===== src/rtl/prienc_pkg.sv =====
package prienc_pkg;

    // Index width of a cascade of two stages with the given lines per stage.
    function automatic int cascade_idx_bits(input int lines_per_stage);
        return $clog2(2 * lines_per_stage);
    endfunction

endpackage


===== src/rtl/prienc_stage.sv =====
module prienc_stage #(
    parameter  int LINES = 8,
    localparam int IW    = $clog2(LINES)
) (
    input  logic             en_n,
    input  logic [LINES-1:0] req_n,
    output logic [IW-1:0]    idx_n,
    output logic             grp_n,
    output logic             eo_n
);

    logic          hit;
    logic [IW-1:0] win;

    // An ascending scan lets the highest asserted line overwrite the lower ones.
    always_comb begin
        hit = 1'b0;
        win = '0;
        for (int i = 0; i < LINES; i++) begin
            if (!req_n[i]) begin
                hit = 1'b1;
                win = i[IW-1:0];
            end
        end
    end

    always_comb begin
        if (en_n) begin
            idx_n = '1;
            grp_n = 1'b1;
            eo_n  = 1'b1;
        end else if (!hit) begin
            idx_n = '1;
            grp_n = 1'b1;
            eo_n  = 1'b0;
        end else begin
            idx_n = ~win;
            grp_n = 1'b0;
            eo_n  = 1'b1;
        end
    end

endmodule


===== src/rtl/prienc_join.sv =====
module prienc_join #(
    parameter int IW = 3
) (
    input  logic [IW-1:0] hi_idx_n,
    input  logic          hi_grp_n,
    input  logic [IW-1:0] lo_idx_n,
    input  logic          lo_grp_n,
    input  logic          lo_eo_n,
    output logic [IW:0]   idx_n,
    output logic          grp_n,
    output logic          eo_n
);

    // The disabled stage drives all ones, so an AND passes the active stage through.
    assign idx_n = {hi_grp_n, hi_idx_n & lo_idx_n};
    assign grp_n = hi_grp_n & lo_grp_n;
    assign eo_n  = lo_eo_n;

endmodule


===== src/rtl/prienc_oreg.sv =====
module prienc_oreg #(
    parameter int W          = 6,
    parameter bit REGISTERED = 1'b1
) (
    input  logic         clk,
    input  logic         rst,
    input  logic [W-1:0] d,
    output logic [W-1:0] q
);

    generate
        if (REGISTERED) begin : g_reg
            logic [W-1:0] q_r;
            always_ff @(posedge clk) begin
                if (rst) q_r <= '1;
                else     q_r <= d;
            end
            assign q = q_r;
        end else begin : g_comb
            assign q = d;
        end
    endgenerate

endmodule


===== src/rtl/prienc_cascade.sv =====
module prienc_cascade
    import prienc_pkg::*;
#(
    parameter  int LINES      = 8,
    parameter  bit REGISTERED = 1'b1,
    localparam int SW         = $clog2(LINES),
    localparam int OW         = SW + 1
) (
    input  logic               clk,
    input  logic               rst,
    input  logic               en_n,
    input  logic [2*LINES-1:0] req_n,
    output logic [OW-1:0]      idx_n,
    output logic               grp_n,
    output logic               eo_n
);

    localparam int CHK_OW = cascade_idx_bits(LINES);
    localparam int RW     = CHK_OW + 2;

    logic [SW-1:0] hi_idx_n, lo_idx_n;
    logic          hi_grp_n, hi_eo_n, lo_grp_n, lo_eo_n;
    logic [OW-1:0] mrg_idx_n;
    logic          mrg_grp_n, mrg_eo_n;
    logic [RW-1:0] res_d, res_q;

    prienc_stage #(.LINES(LINES)) u_hi (
        .en_n  (en_n),
        .req_n (req_n[2*LINES-1:LINES]),
        .idx_n (hi_idx_n),
        .grp_n (hi_grp_n),
        .eo_n  (hi_eo_n)
    );

    prienc_stage #(.LINES(LINES)) u_lo (
        .en_n  (hi_eo_n),
        .req_n (req_n[LINES-1:0]),
        .idx_n (lo_idx_n),
        .grp_n (lo_grp_n),
        .eo_n  (lo_eo_n)
    );

    prienc_join #(.IW(SW)) u_join (
        .hi_idx_n (hi_idx_n),
        .hi_grp_n (hi_grp_n),
        .lo_idx_n (lo_idx_n),
        .lo_grp_n (lo_grp_n),
        .lo_eo_n  (lo_eo_n),
        .idx_n    (mrg_idx_n),
        .grp_n    (mrg_grp_n),
        .eo_n     (mrg_eo_n)
    );

    assign res_d = {mrg_idx_n, mrg_grp_n, mrg_eo_n};

    prienc_oreg #(.W(RW), .REGISTERED(REGISTERED)) u_oreg (
        .clk (clk),
        .rst (rst),
        .d   (res_d),
        .q   (res_q)
    );

    assign idx_n = res_q[RW-1:2];
    assign grp_n = res_q[1];
    assign eo_n  = res_q[0];

endmodule


===== config.mk =====
export PLATFORM = sky130hd
export DESIGN_NAME = prienc_cascade
export DESIGN_NICKNAME = d
export VERILOG_FILES = /design/src/rtl/prienc_pkg.sv /design/src/rtl/prienc_stage.sv /design/src/rtl/prienc_join.sv /design/src/rtl/prienc_oreg.sv /design/src/rtl/prienc_cascade.sv
export SDC_FILE = /design/constraint.sdc
export NUM_CORES = 1
export LEC_CHECK = 0
export ABC_CLOCK_PERIOD_IN_PS = 1300
export BUFFER_PORTS_ARGS = -buffer_cell sky130_fd_sc_hd__buf_2
export CAP_MARGIN = 20
export CORE_AREA = 2 2 39 41
export CTS_CLUSTER_DIAMETER = 40
export DETAILED_ROUTE_END_ITERATION = 8
export DIE_AREA = 0 0 41 43
export HOLD_SLACK_MARGIN = 0.12
export SLEW_MARGIN = 20
export SYNTH_ARGS = -nofsm -noshare
export SYNTH_HDL_FRONTEND = slang
export SYNTH_SLANG_ARGS = --single-unit

===== constraint.sdc =====
create_clock -name clk -period 1.3 [get_ports clk]
set_input_delay 0.26 -clock clk [delete_from_list [all_inputs] [get_ports clk]]
set_output_delay 0.26 -clock clk [all_outputs]
set_load 0.05 [all_outputs]

# Word-level counts from Yosys, hierarchy flattened
# Index checks and enable logic that the tools add are counted.
totals:
  reg_bits: 6
  in_bits: 19
  output_inout_bits: 6
  elab_cells: 48
op_classes:
  muxes: 41
  bitwise_logic: 4
  n_reduce_logical: 1
op_table:
  columns: ["operator", "n"]
  rows:
  - ["3-bit two-way mux", 12]
  - ["1-bit two-way mux", 25]
  - ["2-bit two-way mux", 4]
  - ["3-bit inverter", 2]
  - ["3-bit bitwise AND", 1]
  - ["2-bit OR reduction", 1]
  - ["1-bit bitwise AND", 1]

# Logic depth before layout (Yosys ltp)
logic_depth:
  depth_word: 12
  mapped_depth: 4
  ltp_nobuf: 4

# Cells and area by module
# Synthesis repeated with hierarchy kept, for this count alone.
unflattened:
  cells_unflattened: 46
  hier_area_um2: 370.4
modules_own_cells:
  columns: ["module", "instances", "cells_per_inst", "area_each_um2", "seq_area_each_um2"]
  rows:
  - ["prienc_stage", 2, 14, 86.3, 0.0]
  - ["prienc_oreg", 1, 12, 157.7, 120.1]
  - ["prienc_join", 1, 6, 40.0, 0.0]

# Worst setup path after synthesis
# Ideal clock, no wire load.
synth_path:
  kind: "input port to flip-flop"
  start: "in req_n[8]"
  end: "reg u_oreg.g_reg.q_r[2], in the netlist u_oreg.q[2]"
  setup_time_ns: 0.117
  arrival_time_ns: 0.948
  required_ns: 1.183
  slack_ns: 0.235
  cell_stages: 4
  path_cell_list: "nand4_2 > nor4_4 > o21ai_2 > o22a_1"
synth_via:
  elab_chain_len: 12
synth_rtl:
  columns: ["item", "line_no", "text"]
  rows:
  - ["start, declared", "prienc_cascade.sv:12", "input logic [2*LINES-1:0] req_n,"]
  - ["1-bit two-way mux * (8 in series)", "prienc_stage.sv:20", "if (!req_n[i]) begin"]
  - ["1-bit two-way mux", "prienc_stage.sv:32", "end else if (!hit) begin"]
  - ["1-bit two-way mux", "prienc_stage.sv:28", "if (en_n) begin"]
  - ["3-bit two-way mux", "prienc_stage.sv:28", null]
  - ["3-bit bitwise AND *", "prienc_join.sv:15", "assign idx_n = {hi_grp_n, hi_idx_n & lo_idx_n};"]
  - ["end signal, assigned", "prienc_oreg.sv:15", "if (rst) q_r <= '1;"]
  - ["end signal, assigned", "prienc_oreg.sv:16", "else q_r <= d;"]
  - ["end, declared", "prienc_oreg.sv:13", "logic [W-1:0] q_r;"]
# Every way passes the cells marked *; elsewhere a longest branch is shown, timed or not.
# A chain may end at the register's enable or synchronous reset.

# Final worst setup path
layout_path:
  start: "reg u_oreg.g_reg.q_r[4], in the netlist u_oreg.q[4]"
  end: "out idx_n[2]"
layout_rtl:
  columns: ["item", "line_no", "text"]
  rows:
  - ["end, declared", "prienc_cascade.sv:13", "output logic [OW-1:0] idx_n,"]
# No word-level cell between the ends.

==> metrics <==
status finished, final reports clean; Max Buffers Root-to-Sink 2; syn nets 56; critical-path cell list buf_2; #FFs+latches synth 6; DP Wirelength 626 microns; Avg Vias per Cell 4.53; final slew viol count 0; RSZ-0062 raised after global routing false; Post-Layout Cell Count 80; num ports 25; most frequent cells in the layout buf_2 (24), dfxtp_1 (6), o21ai_0 (5), nand2_1 (5); average wire per standard cell 8.93 microns; max-cap check violation count 0; highest metal used met4; mapped cell area 317 sq um; Crit path largest cell delay 0.30 ns; Rel. slew slack 0.843; DRT met1 WL 285 microns; PwrDens 980 nW/um^2; final wirelength 714 microns; Worst setup EP type output pin; Hold Path Stages 3; first-pass GRT wire length 1190 microns; Setup Buffers After CTS 0; Rows 14; period utilization 0.804; CTS Hold Bufs 0; TNS Setup 0 ns; Leakage 0.222 nW; Seq/Total Area, Yosys 0.379; met2 WL 329 microns; Final Net Count 85; routed length on met3 76 microns; Cell variety after synth 14; IO buf count 24; CTS tree yes; gr usage total 0.104; core region area 1380 sq um; Syn-to-layout area delta 51.4%; fin area 479 sq um; Period minus WS final 1.04 ns; Mean Syn Cell Area 8.56 sq um; worst slew pin tran 0.234 ns; # setup viols final 0; diode count 0; 1st-iter DRT viols 2; f_max 957 MHz; Top delay family on crit path flip-flops; Crit Path Category register to output pin; Req. time, crit path 1.04 ns; crit path DAT 0.78 ns; vias 362; synthesized instance count 37; ratio of cells with drive above 1 in the final layout 0.531; Initial Utilization 0.229; slowest cell on the critical path dfxtp_1; TritonCTS Buffers 3; dpl cell area 457 sq um; die width 41 microns; Worst setup SP type register; die area 1760 sq um; Max FO, Critical Path 1; Hold WS 0.268 ns; CTS root buf clkbuf_4; peak supply drop 0.000212 V; fillers 146; DRT antenna net count 0; CP Depth 1; Hold Violations, Final 0; Critical path buffers and inverters 1; total grt overflow 0; dpl cells 77; Pwr Total 470 uW; HP Class input pin to register; initial antenna violation count 0; DRC violation count after routing 0; clock sinks 6; H-Tree Depth 1; most common cell after layout, fill and taps aside buf_2; number of global-route vias before repair 331; post_cts resized 0; GP Congestion 0.678; drt first pass iters 2; max reg flops 6; Die H 43 microns; largest net degree at the start of global routing 5; Warnings, synthesis 0; CTS clk-pin slew, worst paths 0.04 ns
## power breakdown
part | leakage (nW) | total [mW] | switching (mW) | internal (mW)
Clock | 0.0138 | 0.166 | 0.0622 | 0.104
Combinational | 0.158 | 0.109 | 0.0690 | 0.0397
Sequential | 0.0498 | 0.195 | 0.00142 | 0.193
## metal layers
| metal | track usage | vias to the layer above |
|---|---|---|
| li1 | - | 194 |
| met1 | 0.0962 | 147 |
| met2 | 0.166 | 17 |
| met3 | 0.0314 | 4 |
| met4 | 0.100 | 0 |
| met5 | 0 | - |
## cells by family after synthesis
| family | count (synthesis) | share of synthesized area |
|---|---|---|
| and+or+nand+nor | 14 | 0.300 |
| AOI/OAI and AO/OA | 13 | 0.273 |
| DFF | 6 | 0.379 |
| buffers and inverters | 4 | 0.0474 |
## cell type report
type | count | area [sq um] | area share
clock buffers | 3 | 22.5 | 0.0470
repair buffers | 24 | 120 | 0.251
well taps | 16 | 20.0 | 0.0418
inverters | 4 | 15.0 | 0.0313
multi-input cells | 27 | 181 | 0.379
flip-flops and latches | 6 | 120 | 0.251
## synth_stat cells, drive strengths merged
| cell type | n | area (sq um) |
|---|---|---|
| o21ai | 7 | 42.5 |
| dfxtp | 6 | 120 |
| nand2 | 5 | 18.8 |
| a31oi | 4 | 25.0 |
| inv | 4 | 15.0 |
| nand4 | 4 | 31.3 |
| nor2 | 2 | 7.51 |
| o22a | 2 | 18.8 |
| and2 | 1 | 7.51 |
| and2b | 1 | 8.76 |
| nor4 | 1 | 21.3 |
## path summary, 6_finish.rpt
kind                               start                endpoint
hold / removal                       rst  u_oreg.q[0]$_SDFF_PP1_
setup / recovery  u_oreg.q[4]$_SDFF_PP1_                idx_n[2]
## metrics by stage
step                 util  setup slack (ns)
floorplan               -             0.235
global placement    0.330            0.0744
detailed placement  0.330            0.0351
CTS                 0.346             0.244
global route        0.346             0.200
finish              0.346             0.255
(Power assumes the default switching activity.)
